**src/rtl/bbu_pkg.sv**
```systemverilog
package bbu_pkg;
  typedef struct packed {
    logic       ie;
    logic [4:0] rsvd;
    logic       xye;
    logic       xys;
    logic [1:0] cp;
    logic [1:0] id;
    logic [1:0] rw;
    logic [1:0] sz;
  } cyc_t;

  typedef struct packed {
    logic [1:0] addrHi;
    logic [1:0] addrLo;
    logic [1:0] maskHi;
    logic [1:0] maskLo;
    logic [1:0] cyc;
    logic       clrFlag;
  } strb_t;

  localparam logic [2:0] SEL_ADDR_HI = 3'd0;
  localparam logic [2:0] SEL_ADDR_LO = 3'd1;
  localparam logic [2:0] SEL_MASK_HI = 3'd2;
  localparam logic [2:0] SEL_MASK_LO = 3'd3;
  localparam logic [2:0] SEL_CYC     = 3'd4;
  localparam logic [2:0] SEL_STATUS  = 3'd5;
endpackage

```
**src/rtl/bbu_ctrl.sv**
```systemverilog
module bbu_ctrl
  import bbu_pkg::*;
#(
  parameter int ADDR_W = 32,
  parameter int REG_W  = 16
) (
  input  logic              regWr,
  input  logic [2:0]        regSel,
  input  logic [1:0]        regByteEn,
  input  logic              clrBit,
  input  logic [ADDR_W-1:0] addrReg,
  input  logic [ADDR_W-1:0] maskReg,
  input  cyc_t              cycReg,
  input  logic              flag,
  output strb_t             strb,
  output logic [REG_W-1:0]  regRdata
);
  localparam int HALF = ADDR_W / 2;

  always_comb begin
    strb = '0;
    if (regWr) begin
      unique case (regSel)
        SEL_ADDR_HI: strb.addrHi  = regByteEn;
        SEL_ADDR_LO: strb.addrLo  = regByteEn;
        SEL_MASK_HI: strb.maskHi  = regByteEn;
        SEL_MASK_LO: strb.maskLo  = regByteEn;
        SEL_CYC:     strb.cyc     = regByteEn;
        SEL_STATUS:  strb.clrFlag = regByteEn[0] & clrBit;
        default:     strb = '0;
      endcase
    end
  end

  always_comb begin
    regRdata = '0;
    unique case (regSel)
      SEL_ADDR_HI: regRdata = addrReg[ADDR_W-1:HALF];
      SEL_ADDR_LO: regRdata = addrReg[HALF-1:0];
      SEL_MASK_HI: regRdata = maskReg[ADDR_W-1:HALF];
      SEL_MASK_LO: regRdata = maskReg[HALF-1:0];
      SEL_CYC:     regRdata = cycReg;
      SEL_STATUS:  regRdata = {{(REG_W-1){1'b0}}, flag};
      default:     regRdata = '0;
    endcase
  end
endmodule

```
**src/rtl/bbu_datapath.sv**
```systemverilog
module bbu_datapath
  import bbu_pkg::*;
#(
  parameter int ADDR_W = 32,
  parameter int REG_W  = 16
) (
  input  logic              clk,
  input  logic              rstPowerN,
  input  logic              softReset,
  input  strb_t             strb,
  input  logic [REG_W-1:0]  wdata,
  input  logic              busValid,
  input  logic [ADDR_W-1:0] busAddr,
  input  logic [REG_W-1:0]  xAddr,
  input  logic [REG_W-1:0]  yAddr,
  input  logic              busDma,
  input  logic              busData,
  input  logic              busWrite,
  input  logic [1:0]        busSize,
  output logic [ADDR_W-1:0] addrReg,
  output logic [ADDR_W-1:0] maskReg,
  output cyc_t              cycReg,
  output logic              flag,
  output logic              breakIrq
);
  localparam int HALF = ADDR_W / 2;
  localparam logic [REG_W-1:0] NARROW_CARE = {{(REG_W-1){1'b1}}, 1'b0};

  function automatic logic [REG_W-1:0] mergeBytes(
    input logic [REG_W-1:0] old, input logic [REG_W-1:0] nw, input logic [1:0] be);
    logic [REG_W-1:0] r;
    r = old;
    if (be[0]) r[7:0] = nw[7:0];
    if (be[1]) r[REG_W-1:8] = nw[REG_W-1:8];
    return r;
  endfunction

  function automatic logic kindOk(input logic [1:0] fld, input logic sig);
    return (fld == 2'b11) || (fld == 2'b01 && !sig) || (fld == 2'b10 && sig);
  endfunction

  logic addrOk, qualOk, hit;

  always_comb begin
    if (!cycReg.xye)
      addrOk = ((busAddr ^ addrReg) & ~maskReg) == '0;
    else if (!cycReg.xys)
      addrOk = ((xAddr ^ addrReg[ADDR_W-1:HALF]) & ~maskReg[ADDR_W-1:HALF] & NARROW_CARE) == '0;
    else
      addrOk = ((yAddr ^ addrReg[HALF-1:0]) & ~maskReg[HALF-1:0] & NARROW_CARE) == '0;
    qualOk = kindOk(cycReg.cp, busDma) && kindOk(cycReg.id, busData) &&
             kindOk(cycReg.rw, busWrite) &&
             (cycReg.sz == 2'b00 || cycReg.sz == busSize);
    hit = busValid && addrOk && qualOk;
  end

  always_ff @(posedge clk or negedge rstPowerN) begin
    if (!rstPowerN) begin
      addrReg <= '0;
      maskReg <= '0;
      cycReg  <= '0;
      flag    <= 1'b0;
    end else begin
      addrReg[ADDR_W-1:HALF] <= mergeBytes(addrReg[ADDR_W-1:HALF], wdata, strb.addrHi);
      addrReg[HALF-1:0]      <= mergeBytes(addrReg[HALF-1:0], wdata, strb.addrLo);
      maskReg[ADDR_W-1:HALF] <= mergeBytes(maskReg[ADDR_W-1:HALF], wdata, strb.maskHi);
      maskReg[HALF-1:0]      <= mergeBytes(maskReg[HALF-1:0], wdata, strb.maskLo);
      begin
        cyc_t nc;
        nc = mergeBytes(cycReg, wdata, strb.cyc);
        nc.rsvd = '0;
        cycReg <= nc;
      end
      if (softReset)         flag <= 1'b0;
      else if (hit)          flag <= 1'b1;
      else if (strb.clrFlag) flag <= 1'b0;
    end
  end

  assign breakIrq = flag & cycReg.ie;

  AST_HIT_SETS_FLAG: assert property (@(posedge clk) disable iff (!rstPowerN)
    hit && !softReset |=> flag);
  AST_FLAG_STICKY: assert property (@(posedge clk) disable iff (!rstPowerN)
    flag && !strb.clrFlag && !softReset |=> flag);
  AST_W1C_CLEARS: assert property (@(posedge clk) disable iff (!rstPowerN)
    strb.clrFlag && !hit && !softReset |=> !flag);
  AST_SOFT_CLEARS: assert property (@(posedge clk) disable iff (!rstPowerN)
    softReset |=> !flag);
  AST_SOFT_KEEPS: assert property (@(posedge clk) disable iff (!rstPowerN)
    softReset && strb == '0 |=> $stable(addrReg) && $stable(maskReg) && $stable(cycReg));
  AST_NEVER_KIND: assert property (@(posedge clk) disable iff (!rstPowerN)
    (cycReg.cp == 2'b00 || cycReg.id == 2'b00 || cycReg.rw == 2'b00) |-> !hit);
endmodule

```
**src/rtl/bus_break_unit.sv**
```systemverilog
module bus_break_unit
  import bbu_pkg::*;
#(
  parameter int ADDR_W = 32,
  parameter int REG_W  = 16
) (
  input  logic              clk,
  input  logic              rstPowerN,
  input  logic              softReset,
  input  logic              regWr,
  input  logic [2:0]        regSel,
  input  logic [1:0]        regByteEn,
  input  logic [REG_W-1:0]  regWdata,
  output logic [REG_W-1:0]  regRdata,
  input  logic              busValid,
  input  logic [ADDR_W-1:0] busAddr,
  input  logic [REG_W-1:0]  xAddr,
  input  logic [REG_W-1:0]  yAddr,
  input  logic              busDma,
  input  logic              busData,
  input  logic              busWrite,
  input  logic [1:0]        busSize,
  output logic              breakIrq
);
  strb_t             strb;
  logic [ADDR_W-1:0] addrReg, maskReg;
  cyc_t              cycReg;
  logic              flag;

  bbu_ctrl #(.ADDR_W(ADDR_W), .REG_W(REG_W)) uCtrl (
    .regWr(regWr), .regSel(regSel), .regByteEn(regByteEn), .clrBit(regWdata[0]),
    .addrReg(addrReg), .maskReg(maskReg), .cycReg(cycReg), .flag(flag),
    .strb(strb), .regRdata(regRdata));

  bbu_datapath #(.ADDR_W(ADDR_W), .REG_W(REG_W)) uDp (
    .clk(clk), .rstPowerN(rstPowerN), .softReset(softReset), .strb(strb),
    .wdata(regWdata), .busValid(busValid), .busAddr(busAddr), .xAddr(xAddr),
    .yAddr(yAddr), .busDma(busDma), .busData(busData), .busWrite(busWrite),
    .busSize(busSize), .addrReg(addrReg), .maskReg(maskReg), .cycReg(cycReg),
    .flag(flag), .breakIrq(breakIrq));

  AST_IRQ_OFF_IN_RESET: assert property (@(posedge clk)
    !rstPowerN |-> !breakIrq);
endmodule

```
**config.mk**
```make
export PLATFORM = sky130hd
export DESIGN_NAME = bus_break_unit
export DESIGN_NICKNAME = d
export VERILOG_FILES = /design/src/rtl/bbu_pkg.sv /design/src/rtl/bbu_ctrl.sv /design/src/rtl/bbu_datapath.sv /design/src/rtl/bus_break_unit.sv
export SDC_FILE = /design/constraint.sdc
export NUM_CORES = 1
export LEC_CHECK = 0
export BUFFER_PORTS_ARGS = -buffer_cell sky130_fd_sc_hd__buf_2
export CORE_MARGIN = 3
export CORE_UTILIZATION = 35
export DETAILED_ROUTE_END_ITERATION = 10
export GPL_ROUTABILITY_DRIVEN = 0
export PLACE_DENSITY = 0.67
export SLEW_MARGIN = 25
export SYNTH_ARGS = -nofsm -noshare
export SYNTH_HDL_FRONTEND = slang
export SYNTH_SLANG_ARGS = --single-unit
```
**constraint.sdc**
```tcl
create_clock -name clk -period 2.15 [get_ports clk]
set_clock_uncertainty 0.15 [all_clocks]
set_input_delay 0.1075 -clock clk [delete_from_list [all_inputs] [get_ports clk]]
set_output_delay 0.1075 -clock clk [all_outputs]
set_load 0.005 [all_outputs]
```
==> results.md <==
* Status: finished clean
* Vias post-DR at 3621
* Reg clk slew, reported paths at 0.06 ns
* Iteration-0 DRC Markers at 338
* RSZ-0062 raised after global routing: no
* Met2 usage at 32.3%
* Pleak at 2.53 nW
* Crit-path leading delay family: simple AND/OR/NAND/NOR gates
* Skew-Pair Late Insertion Delay at 0.33 ns
* Setup CP Type: register to register
* Die X at 118 um
* Core ar. at 12200 um^2
* Setup bufs post-CTS at 0
* Crit path largest cell delay at 0.56 ns
* Full die area at 14000 um^2
* Synth Flop Type: dfrtp_1
* Met3 Track Usage GR at 4.64%
* Final setup vio count at 0
* Clock Root Buffer: clkbuf_16
* Top post-synthesis cells by count: 76 x dfrtp_1, 62 x mux2_2, 62 x xnor2_1
* Initial antenna violation count at 0
* Synth cell types at 36
* Least-Margin Pin Slew at 0.562 ns
* Core Rows at 40
* I/O Pins at 112
* CP arrival at 2.11 ns
* Post-Syn Area at 4400 um^2
* Cell mode on critical path: o211ai_1
* Sequential cell area fraction in the yosys report at 43.2%
* VDD IR max at 428 uV
* Drt drc at 0
* Max Fclk at 0.498 GHz
* Num CTS Buffers at 9
* Crit. End Element: register
* Post-DR vias/cell at 5.23
* Wire per inst at 20.4 um
* Synth warn at 0
* Proportion of layout cells with a drive suffix above 1 at 43.1%
* Post-DP Area at 5280 um^2
* CP bufs+invs at 0
* EDFF count, synth at 0
* Synth Area per Inst at 11.9 um^2
* CP max FO at 4
* All-Layer GR Usage at 20.7%
* P per Cell Area at 920 nW/um^2
* Max Cap Viol at 0
* Post-synth top area share at 43.2%
* Pins Over Slew Limit at 0
* Gr busiest metal: met2
* DP HPWL at 10900 um
* Nets at 615
* Period utilization at 93.4%
* DIE HEIGHT at 118 um
* Final Cell Area at 5810 um^2
* Global Route met1 Usage at 28.5%
* Most common cell in the synthesized netlist: dfrtp_1
* P&R area growth vs syn at 32.0%
* Global-route wire length before repair at 22400 um
* CTS tree: yes
* Crit path launch type: register
* Clock Path Buffers at 2
* Initial Utilization at 36.2%
* Critical-path cell list: xnor2_1 -> o22ai_1 -> or4_4 -> nor4_2 -> o211ai_1 -> o211ai_1
* Overflow after GRT at 0
* Post-synthesis cell count at 371
* Final ANT Viol Nets at 0
* Hold violation count in the final report at 0
* # diodes at 0
* Syn nets at 466
* 1st-pass router iterations at 5
* Hold Crit Class: input port to async pin
* Final setup TNS at 0 ns
* CTS sink cnt at 76
* Number of global-route vias before repair at 3933
* Largest net degree at the start of global routing at 35
* CTS H-tree depth at 3
* IO buf count at 109
* Area leader, netlist: dfrtp_1
* Most area-consuming cells after synthesis: dfrtp_1 43%, mux2_2 16%, xnor2_1 12%
* Slowest-stage cell, CP: or4_4
* Fraction of registers with async set/reset at 100%
* Routed WL at 14100 um
* Post-synthesis register bit count at 76
* Flop2flop setup slack at 0.14 ns
* CP required at 2.25 ns
* Max_slew headroom at 62.5%
* Clock period minus final worst setup slack at 2.01 ns
## per-layer routing
metal,share of wire (%),vias up
met3,7.2,19
met5,0,-
met4,1.9,0
li1,-,1670
met1,44,1790
met2,47,142
## cells by family after synthesis
family | count (synthesis) | synth area share (%)
buf+inv | 14 | 1.28
flops | 76 | 43.2
xor+xnor | 62 | 12.3
mux | 103 | 27.4
simple gates | 56 | 6.91
compound gates | 60 | 8.87
## worst paths after layout
| path | startpoint | endpoint | cells after the start |
|---|---|---|---|
| max | uDp.addrReg[26] | uDp.flag | 6 |
| min | rstPowerN | uDp.maskReg[16] | 2 |
| max reg2reg | uDp.addrReg[26] | uDp.flag | 6 |
| min reg2reg | uDp.maskReg[16] | uDp.maskReg[16] | 1 |
| max in group asynchronous | rstPowerN | uDp.maskReg[7] | 3 |
| min in group clk | regByteEn[0] | uDp.flag | 4 |
## state kept, by name (all words and copies together) (netlist names)
register and count:
uDp.cycReg 11, uDp.addrReg 32, uDp.maskReg 32, uDp.flag 1
## cell type report
class / count / area, um^2
Clock buffer: 10 / 239
Clock inverter: 5 / 100
Fill cell: 1165 / 6350
Inverter: 4 / 15.0
Multi-Input combinational cell: 281 / 2460
Sequential cell: 76 / 1900
Tap cell: 168 / 210
Timing Repair Buffer: 148 / 881
## through the flow
step / util [%] / hold slack, ns / worst slack (ns) / std cells / power [mW]
floorplan: - / -0.338 / 0.324 / 371 / 3.02
global placement: 43.4 / -0.145 / 0.177 / 660 / 3.53
detailed placement: 43.4 / -0.137 / 0.110 / 660 / 3.59
CTS: 47.6 / 0.0617 / 0.0553 / 692 / 5.36
global route: 47.7 / 0.0812 / 0.0145 / 692 / 5.63
finish: 47.7 / 0.0571 / 0.141 / 692 / 5.34
## power breakdown
group	leakage (nW)	internal, mW	switching, mW
Clock	0.168	1.15	0.580
Sequential	0.934	1.76	0.432
Combinational	1.43	0.826	0.592
Total	2.53	3.74	1.60
## layout by cell type (no fill, tap or decap), drive strengths merged
master | netlist | layout
nand4b | 1 | 1
dfrtp | 76 | 76
o22a | 1 | 1
o21ai | 5 | 5
o211ai | 2 | 2
mux2 | 76 | 76
mux4 | 6 | 6
and2b | 1 | 1
inv | 3 | 3
buf | 5 | 131
a221oi | 1 | 1
a211oi | 1 | 1
or3 | 1 | 1
nand2 | 4 | 4
bufinv | 0 | 3
a31oi | 1 | 1
o2111ai | 1 | 1
nand3 | 4 | 4
o22ai | 37 | 37
nand4 | 3 | 3
mux2i | 21 | 21
clkbuf | 5 | 10
nor2b | 7 | 7
nor4 | 5 | 5
dlygate4sd3 | 0 | 17
xnor2 | 62 | 62
or4 | 3 | 3
nand2b | 3 | 3
and2 | 1 | 1
nor2 | 23 | 23
clkinv | 1 | 3
a21oi | 11 | 11
## worst reg2reg max path, delay by kind of cell (launching register included)
kind,cells,cell delay [ns]
AOI/OAI and AO/OA,3,0.35
and+or+nand+nor,2,0.82
xor gates and xnor gates,1,0.18
DFF,1,0.42
## repair_timing
action                     CTS  global route
hold buffers                17             0
gates resized for setup      0             3
hold endpoints to repair   151             0
setup endpoints to repair    0             1
Power figures use the tool's default switching activity.
